--- src/rtl/chg_irq_pkg.sv ---
package chg_irq_pkg;

  typedef enum logic [0:0] {
    DET_WARM = 1'b0,
    DET_RUN  = 1'b1
  } det_phase_e;

  function automatic int unsigned warm_cycles(input int unsigned stages);
    return stages + 1;
  endfunction

endpackage

--- src/rtl/port_sync.sv ---
module port_sync #(
  parameter int unsigned W      = 8,
  parameter int unsigned STAGES = 2
) (
  input  logic         clk,
  input  logic         rst,
  input  logic [W-1:0] d_async,
  output logic [W-1:0] d_sync
);

  logic [W-1:0] stage_q [STAGES];

  genvar s;
  generate
    for (s = 0; s < STAGES; s++) begin : g_stage
      if (s == 0) begin : g_first
        always_ff @(posedge clk) begin
          if (rst) stage_q[s] <= '0;
          else     stage_q[s] <= d_async;
        end
      end else begin : g_next
        always_ff @(posedge clk) begin
          if (rst) stage_q[s] <= '0;
          else     stage_q[s] <= stage_q[s-1];
        end
      end
    end
  endgenerate

  assign d_sync = stage_q[STAGES-1];

endmodule

--- src/rtl/change_detect.sv ---
module change_detect
  import chg_irq_pkg::*;
#(
  parameter int unsigned W      = 8,
  parameter int unsigned STAGES = 2
) (
  input  logic         clk,
  input  logic         rst,
  input  logic         clr_acc,
  input  logic [W-1:0] lvl,
  output logic [W-1:0] prev_q,
  output logic [W-1:0] flags_q,
  output logic [W-1:0] flags_nxt
);

  localparam int unsigned WARM_N = warm_cycles(STAGES);
  localparam int unsigned CNT_W  = $clog2(WARM_N + 1);

  det_phase_e       phase_q;
  logic [CNT_W-1:0] warm_cnt_q;
  logic [W-1:0]     snap_q;
  logic [W-1:0]     snap_nxt;
  logic [W-1:0]     diff_ref;
  logic [W-1:0]     diff_step;

  // Differences against the stored snapshot and against the previous level
  assign diff_ref  = lvl ^ snap_q;
  assign diff_step = lvl ^ prev_q;

  always_comb begin
    snap_nxt  = snap_q;
    flags_nxt = flags_q;
    if (phase_q == DET_WARM) begin
      // Synchronizer still filling: follow the inputs, record nothing
      snap_nxt  = lvl;
      flags_nxt = '0;
    end else if (clr_acc) begin
      // Clear first; anything moving this very cycle lands against the
      // level seen just before the access
      snap_nxt  = prev_q;
      flags_nxt = diff_step;
    end else begin
      flags_nxt = flags_q | diff_ref;
    end
  end

  always_ff @(posedge clk) begin
    if (rst) begin
      phase_q    <= DET_WARM;
      warm_cnt_q <= '0;
      snap_q     <= '0;
      prev_q     <= '0;
      flags_q    <= '0;
    end else begin
      snap_q  <= snap_nxt;
      prev_q  <= lvl;
      flags_q <= flags_nxt;
      if (phase_q == DET_WARM) begin
        if (warm_cnt_q == CNT_W'(WARM_N - 1)) phase_q <= DET_RUN;
        warm_cnt_q <= warm_cnt_q + 1'b1;
      end
    end
  end

endmodule

--- src/rtl/irq_latch.sv ---
module irq_latch #(
  parameter int unsigned W = 8
) (
  input  logic         clk,
  input  logic         rst,
  input  logic         clr_acc,
  input  logic         mask_we,
  input  logic [W-1:0] mask_wdata,
  input  logic [W-1:0] flags_nxt,
  output logic [W-1:0] mask_q,
  output logic         int_n
);

  logic irq_q;
  logic hit;

  assign hit = |(flags_nxt & mask_q);

  always_ff @(posedge clk) begin
    if (rst) begin
      mask_q <= '1;
      irq_q  <= 1'b0;
    end else begin
      if (mask_we) mask_q <= mask_wdata;
      irq_q <= (clr_acc ? 1'b0 : irq_q) | hit;
    end
  end

  assign int_n = ~irq_q;

endmodule

--- src/rtl/port_change_irq.sv ---
module port_change_irq #(
  parameter int unsigned PORTS       = 8,
  parameter int unsigned SYNC_STAGES = 2
) (
  input  logic             clk,
  input  logic             rst,
  input  logic             bus_rst,
  input  logic [PORTS-1:0] port_in,
  input  logic             mask_we,
  input  logic [PORTS-1:0] mask_wdata,
  input  logic             access_stb,
  output logic [PORTS-1:0] flags_o,
  output logic             int_n
);

  logic             acc_ok;
  logic [PORTS-1:0] sync_q;
  logic [PORTS-1:0] prev_q;
  logic [PORTS-1:0] flags_nxt;
  logic [PORTS-1:0] mask_q;

  // A bus reset voids the transfer, so its strobe must not clear anything
  assign acc_ok = access_stb & ~bus_rst;

  port_sync #(.W(PORTS), .STAGES(SYNC_STAGES)) u_sync (
    .clk     (clk),
    .rst     (rst),
    .d_async (port_in),
    .d_sync  (sync_q)
  );

  change_detect #(.W(PORTS), .STAGES(SYNC_STAGES)) u_det (
    .clk       (clk),
    .rst       (rst),
    .clr_acc   (acc_ok),
    .lvl       (sync_q),
    .prev_q    (prev_q),
    .flags_q   (flags_o),
    .flags_nxt (flags_nxt)
  );

  irq_latch #(.W(PORTS)) u_irq (
    .clk        (clk),
    .rst        (rst),
    .clr_acc    (acc_ok),
    .mask_we    (mask_we),
    .mask_wdata (mask_wdata),
    .flags_nxt  (flags_nxt),
    .mask_q     (mask_q),
    .int_n      (int_n)
  );

endmodule

--- config.mk ---
export PLATFORM = sky130hd
export DESIGN_NAME = port_change_irq
export DESIGN_NICKNAME = d
export VERILOG_FILES = /design/src/rtl/chg_irq_pkg.sv /design/src/rtl/port_sync.sv /design/src/rtl/change_detect.sv /design/src/rtl/irq_latch.sv /design/src/rtl/port_change_irq.sv
export SDC_FILE = /design/constraint.sdc
export NUM_CORES = 1
export LEC_CHECK = 0
export BUFFER_PORTS_ARGS = -buffer_cell sky130_fd_sc_hd__buf_2
export CAP_MARGIN = 40
export CORE_ASPECT_RATIO = 0.9
export CORE_MARGIN = 2
export CORE_UTILIZATION = 45
export DETAILED_ROUTE_END_ITERATION = 7
export PLACE_DENSITY = 0.66
export SYNTH_ARGS = -nofsm -noshare
export SYNTH_HDL_FRONTEND = slang
export SYNTH_SLANG_ARGS = --single-unit
--- constraint.sdc ---
create_clock -name clk -period 4.9 [get_ports clk]
set_input_delay 0.245 -clock clk [delete_from_list [all_inputs] [get_ports clk]]
set_output_delay 0.245 -clock clk [all_outputs]
set_load 0.05 [all_outputs]
### Word level (Yosys, flattened, before mapping)

Memory sizes are Yosys's and may differ from the RTL's.
Cells that the tools add are included.

| storage, ports and cells | value |
|---|---|
| flip-flop bits (word level) | 36 |
| memory bits (writable) | 16 |
| bits of input ports | 21 |
| output and inout port bits | 9 |
| logic and storage cells | 34 |
| memories | 1 |

| cells by class | value |
|---|---|
| add/sub/neg operators | 1 |
| equal/unequal tests | 2 |
| mux-type cells | 12 |
| bitwise gates (word level) | 10 |
| reduce and logical (&&, ||, !) cells | 1 |

Memories:

| name | depth | bits a word | read ports | clocked after Yosys merged registers in | wr ports | line | text |
|---|---|---|---|---|---|---|---|
| u_sync.stage_q | 2 | 8 | 2 | 0 | 2 | port_sync.sv:11 | `logic [W-1:0] stage_q [STAGES];` |

Operators by type and width:

| cell | count |
|---|---|
| two-way mux 8 bit | 6 |
| XOR 8 bit | 2 |
| AND 8 bit | 1 |
| OR 8 bit | 1 |
| OR reduction 8 bit | 1 |
| two-way mux 1 bit | 6 |
| OR 1 bit | 3 |
| adder 2 x 1 -> 2 bit, second input constant | 1 |
| equality test 2 bit, second input constant | 1 |
| inequality test 2 x 1 -> 1 bit, second input constant | 1 |
| inverter 1 bit | 2 |
| AND 1 bit | 1 |

### Longest topological paths before layout

| logic depth | value |
|---|---|
| depth after elaboration | 7 |
| depth in mapped cells | 7 |
| gate-level depth less buffers | 5 |

### Cells and area by module

From an unflattened synthesis, not the netlist that was laid out.

| second synthesis, totals | value |
|---|---|
| cells, all modules | 194 |
| area, all modules | 2029.4 um^2 |

By module, submodules not included:

| module | times used | cells an instance | area each (um^2) | sequential area each (um^2) |
|---|---|---|---|---|
| change_detect | 1 | 126 | 1179.9 | 540.5 |
| port_sync | 1 | 33 | 464.2 | 320.3 |
| irq_latch | 1 | 34 | 371.6 | 180.2 |
| port_change_irq | 1 | 1 | 13.8 | 0.0 |

### Least setup slack after synthesis

No wires, ideal clock.

| timing | value |
|---|---|
| path kind | register to register |
| start point | register u_det.flags_q[4] |
| end point | register u_irq.irq_q |
| library setup time | 0.134 ns |
| arrival | 1.713 ns |
| required time | 4.766 ns |
| path slack | 3.053 ns |
| stages on the path, launching flop included | 6 |
| path buffers | 0 |
| period minus slack after synthesis | 1.847 ns |
| cell sequence | dfxtp_1 nand2b_4 o2111a_1 or4_1 a2111oi_2 a211oi_1 |

| between the ends | value |
|---|---|
| longest elaborated chain between the ends | 6 |

Ends and longest elaborated chain:

| element | line | text |
|---|---|---|
| start: declaration | change_detect.sv:12 | `output logic [W-1:0] flags_q,` |
| start signal: assignment | change_detect.sv:57 | `flags_q <= flags_nxt;` |
| OR 8 bit | change_detect.sv:43 | `flags_nxt = flags_q \| diff_ref;` |
| two-way mux 8 bit | change_detect.sv:37 | `end else if (clr_acc) begin` |
| two-way mux 8 bit | change_detect.sv:33 | `if (phase_q == DET_WARM) begin` |
| AND 8 bit | irq_latch.sv:17 | `assign hit = \|(flags_nxt & mask_q);` |
| OR reduction 8 bit | irq_latch.sv:17 |  |
| OR 1 bit | irq_latch.sv:25 | `irq_q <= (clr_acc ? 1'b0 : irq_q) \| hit;` |
| end signal: assignment | irq_latch.sv:25 |  |
| end: declaration | irq_latch.sv:14 | `logic irq_q;` |

Every way passes these cells.
A chain may end at the register's enable or synchronous reset.

### Final worst setup path

| timing | value |
|---|---|
| start point | register u_det.prev_q[1] |
| end point | register u_irq.irq_q |

| between the ends | value |
|---|---|
| longest elaborated chain between the ends | 6 |

Ends and longest elaborated chain:

| element | line | text |
|---|---|---|
| start: declaration | change_detect.sv:11 | `output logic [W-1:0] prev_q,` |
| start signal: assignment | change_detect.sv:56 | `prev_q <= lvl;` |
| XOR 8 bit | change_detect.sv:28 | `assign diff_step = lvl ^ prev_q;` |
| two-way mux 8 bit | change_detect.sv:37 |  |
| two-way mux 8 bit | change_detect.sv:33 |  |
| AND 8 bit | irq_latch.sv:17 |  |
| OR reduction 8 bit | irq_latch.sv:17 |  |
| OR 1 bit | irq_latch.sv:25 |  |

Every way passes these cells.

==> flow_metrics.py <==
metrics = {
    "worst_setup_path": {
        "cp_cell_sequence": "nor3b_1, a211oi_1, or4_1, a2111oi_2, a211oi_1",
        "cp_slowest_cell": "or4_1",
        "cp-end-kind": "register",
        "cp-start-kind": "register",
        "critPathArrivalTime_ns": 1.93,
        "worstPathRequired_ns": 5.06,
        "crit_type": "register to register",
        "crit_path_max_incr_delay_ns": 0.51,
        "crit_fanout": 4,
        "crit_top_cell": "a211oi_1",
    },
    "floorplanning": {
        "die_h_um": 68.8,
        "core-area_mm2": 0.00446,
        "start_util_pct": 47.0,
        "die_w_um": 76.0,
        "rows": 23,
        "design.portCount": 30,
        "die_area_mm2": 0.00522,
    },
    "yosys": {
        "yosysWarnings": 0,
        "yosys.area.top_type": "dfxtp_1",
        "synth_top_family_by_area": "simple AND/OR/NAND/NOR gates",
        "synth_adder_area_share_pct": 0.597,
        "synth_xor_area_share_pct": 2.09,
        "synth_mux_area_share_pct": 3.88,
        "synth-seq-cells": 52,
        "syn-cell-area_mm2": 0.00210,
        "seq_area_frac_synth_pct": 49.6,
        "synthArstFlopShare_pct": 0,
        "ys.flop_type": "dfxtp_1",
        "synth_compound_area_share_pct": 15.2,
        "ys_types": 44,
        "synth.area.top_cells": "dfxtp_1, nor2b_1, nor2_1",
        "synth.net_count": 245,
        "synth_top_area_share_pct": 49.6,
        "avgSynthCellArea_um2": 9.40,
        "yosys.area_share.simple_pct": 24.7,
        "synthCells": 223,
        "synth_edf_count": 0,
    },
    "place": {
        "placed_cell_area_mm2": 0.00226,
        "gp_congestion": 0.905,
        "dpl.hpwl_um": 2920,
        "place_ws_ns": 2.92,
        "io_buffer_count": 29,
    },
    "route": {
        "vias_per_cell": 5.18,
        "met1Wirelength_um": 2140,
        "drt_iter0_markers": 100,
        "met3WireLength_um": 223,
        "drt_pass1_iterations": 4,
        "routedWlPerCell_um": 13.7,
        "routed_wl_um": 4250,
        "dr_wl_met2_um": 1840,
        "num_vias": 1610,
        "top_layer_used": "met4",
        "drc_errors": 0,
        "ant_nets": 0,
    },
    "pwr": {
        "ir_worst_vdd_v": 0.000266,
        "p_sw_share_pct": 29.2,
        "cellLeakagePower_nw": 0.933,
        "cellPowerDensity_mw_per_mm2": 415,
        "p_int_mw": 0.698,
        "pwr-share-clk_pct": 29.2,
        "power_frac_seq_pct": 52.0,
        "p_total_mw": 0.985,
        "comb_power_share_pct": 18.8,
        "p_sw_mw": 0.287,
    },
    "clock_network": {
        "numCtsBuffers": 5,
        "cts_setup_buffers": 0,
        "clkTransAtPathRegs_ns": 0.09,
        "ctsResizeCount": 0,
        "ctsRootBufferMaster": "clkbuf_8",
        "cts_tree": "yes",
        "cts.sinks": 52,
        "htreeDepth": 2,
        "clock_latency_ns": 0.30,
        "ctsHoldBuffers": 0,
        "clockBufferDepth": 2,
    },
    "run": {
        "cap_violations": 0,
    },
    "timing": {
        "min_period_ns": 1.77,
        "setup_ws_ns": 3.13,
        "finalSetupViolCount": 0,
        "timing.final.crit_share_pct": 36.1,
        "fmax_mhz": 565,
        "setup_tns_ns": 0,
        "hold_violations": 0,
        "max_slew_margin_pct": 42.3,
        "finalMaxSlewViolations": 0,
        "worstMarginPinSlew_ns": 0.865,
        "fin_skew_ns": 0.00476,
        "rsz0062_at_grt": "false",
        "hold_slack_ns": 0.147,
    },
    "global_route": {
        "track_usage_pct": 18.2,
        "grt_pass1_vias": 1558,
        "grt_pass1_wl_um": 7370,
        "grt.overflow.total": 0,
        "antenna_found_initial": 0,
        "grt_max_degree": 38,
    },
    "finish": {
        "n_fill_cell": 415,
        "design_area_mm2": 0.00237,
        "nNetsFinal": 270,
        "syn_to_final_growth_pct": 13.2,
        "drive_above_1_share_pct": 17.7,
        "diodes": 0,
    },
    "hold_path": {
        "hold_class": "input pin to register",
    },
    "run_status": {
        "outcome": "completed",
    },
}
==> worst paths after layout <==
| check | start | end | slack, ns | depth (start not counted) |
|---|---|---|---|---|
| hold reg to reg | u_sync.stage_q[0][0] | u_sync.stage_q[1][0] | 0.44 | 1 |
| setup / recovery | u_det.prev_q[1] | u_irq.irq_q | 3.13 | 5 |
| setup reg to reg | u_det.prev_q[1] | u_irq.irq_q | 3.13 | 5 |
| hold / removal | port_in[7] | u_sync.stage_q[0][7] | 0.15 | 2 |
==> power groups by stage <==
stage	Sequential, mW	Combinational [mW]	Clock (mW)
floorplan	0.511	0.150	0
global placement	0.520	0.182	0
detailed placement	0.521	0.184	0
CTS	0.512	0.186	0.295
global route	0.519	0.213	0.319
finish	0.512	0.186	0.287
==> layout by cell type (no fill, tap or decap), types with 2 or more instances in the layout <==
cell / instances
a21oi_1: 9
dfxtp_1: 52
nand2b_1: 3
xnor2_1: 2
o211ai_1: 3
mux2i_1: 7
nand2_1: 23
nor2_1: 25
nor3_1: 3
xor2_1: 3
nor3b_1: 5
a211oi_1: 5
o21ai_0: 3
inv_1: 6
a311oi_1: 7
buf_2: 29
nor2b_1: 26
clkbuf_8: 5
a211o_1: 2
o2111a_1: 2
a2111oi_0: 2
nand3b_1: 4
==> layer usage <==
layer,vias up,GRT usage (%)
met4,0,6.36
met2,42,27.6
met5,-,0
li1,818,-
met3,6,6.12
met1,744,24.7
==> Yosys cell counts, types with 2 or more instances <==
master and number:
nor2_1 25, nor2b_1 26, nand2b_1 3, a211oi_1 5, o21ai_0 3, a21oi_1 9
inv_1 6, mux2i_1 7, buf_4 2, dfxtp_1 52, nand2_1 23, a211o_1 2
a311oi_1 7, clkbuf_1 7, xor2_1 3, nand3b_1 4, nor3_1 3, o211ai_1 3
nor3b_1 5, xnor2_1 2, a2111oi_0 2, o2111a_1 2
==> worst max-delay path: cells and delay by family (launching register included) <==
family,cells,cell delay (ns)
and+or+nand+nor,2,0.83
AOI/OAI and AO/OA,3,0.45
DFF,1,0.36
==> final cells by class <==
cell class                 count  area, um^2  area share, %
tap                           62        77.6           3.27
clock buffer                   5        68.8           2.90
inverter                       7        26.3           1.11
clock inverter                 3        42.5           1.79
sequential                    52        1040           43.8
timing repair buffer          29         145           6.11
multi-input combinational    153         973           41.0
==> cells by family (layout without fill, tap and decap cells) <==
family                   Yosys count  count (layout)
XOR/XNOR                           5               5
adder cells (fa/ha/maj)            1               1
multiplexers                       8               8
AND/OR/NAND/NOR                   97              97
AO/OA/AOI/OAI                     42              42
buffers and inverters             18              44
flip-flops                        52              52
==> through the flow <==
step	std cells	utilization, %
final	311	53.2
after global routing	311	53.2
after CTS	311	53.2
after detailed placement	303	50.7
after global placement	303	50.7
after floorplan	223	-
==> registers in the layout (all words and copies together) (netlist names) <==
register	cells
u_det.flags_q	8
u_det.phase_q	1
u_det.prev_q	8
u_det.snap_q	8
u_det.warm_cnt_q	2
u_irq.irq_q	1
u_irq.mask_q	8
u_sync.stage_q	16
Power figures use the tool's default switching activity.
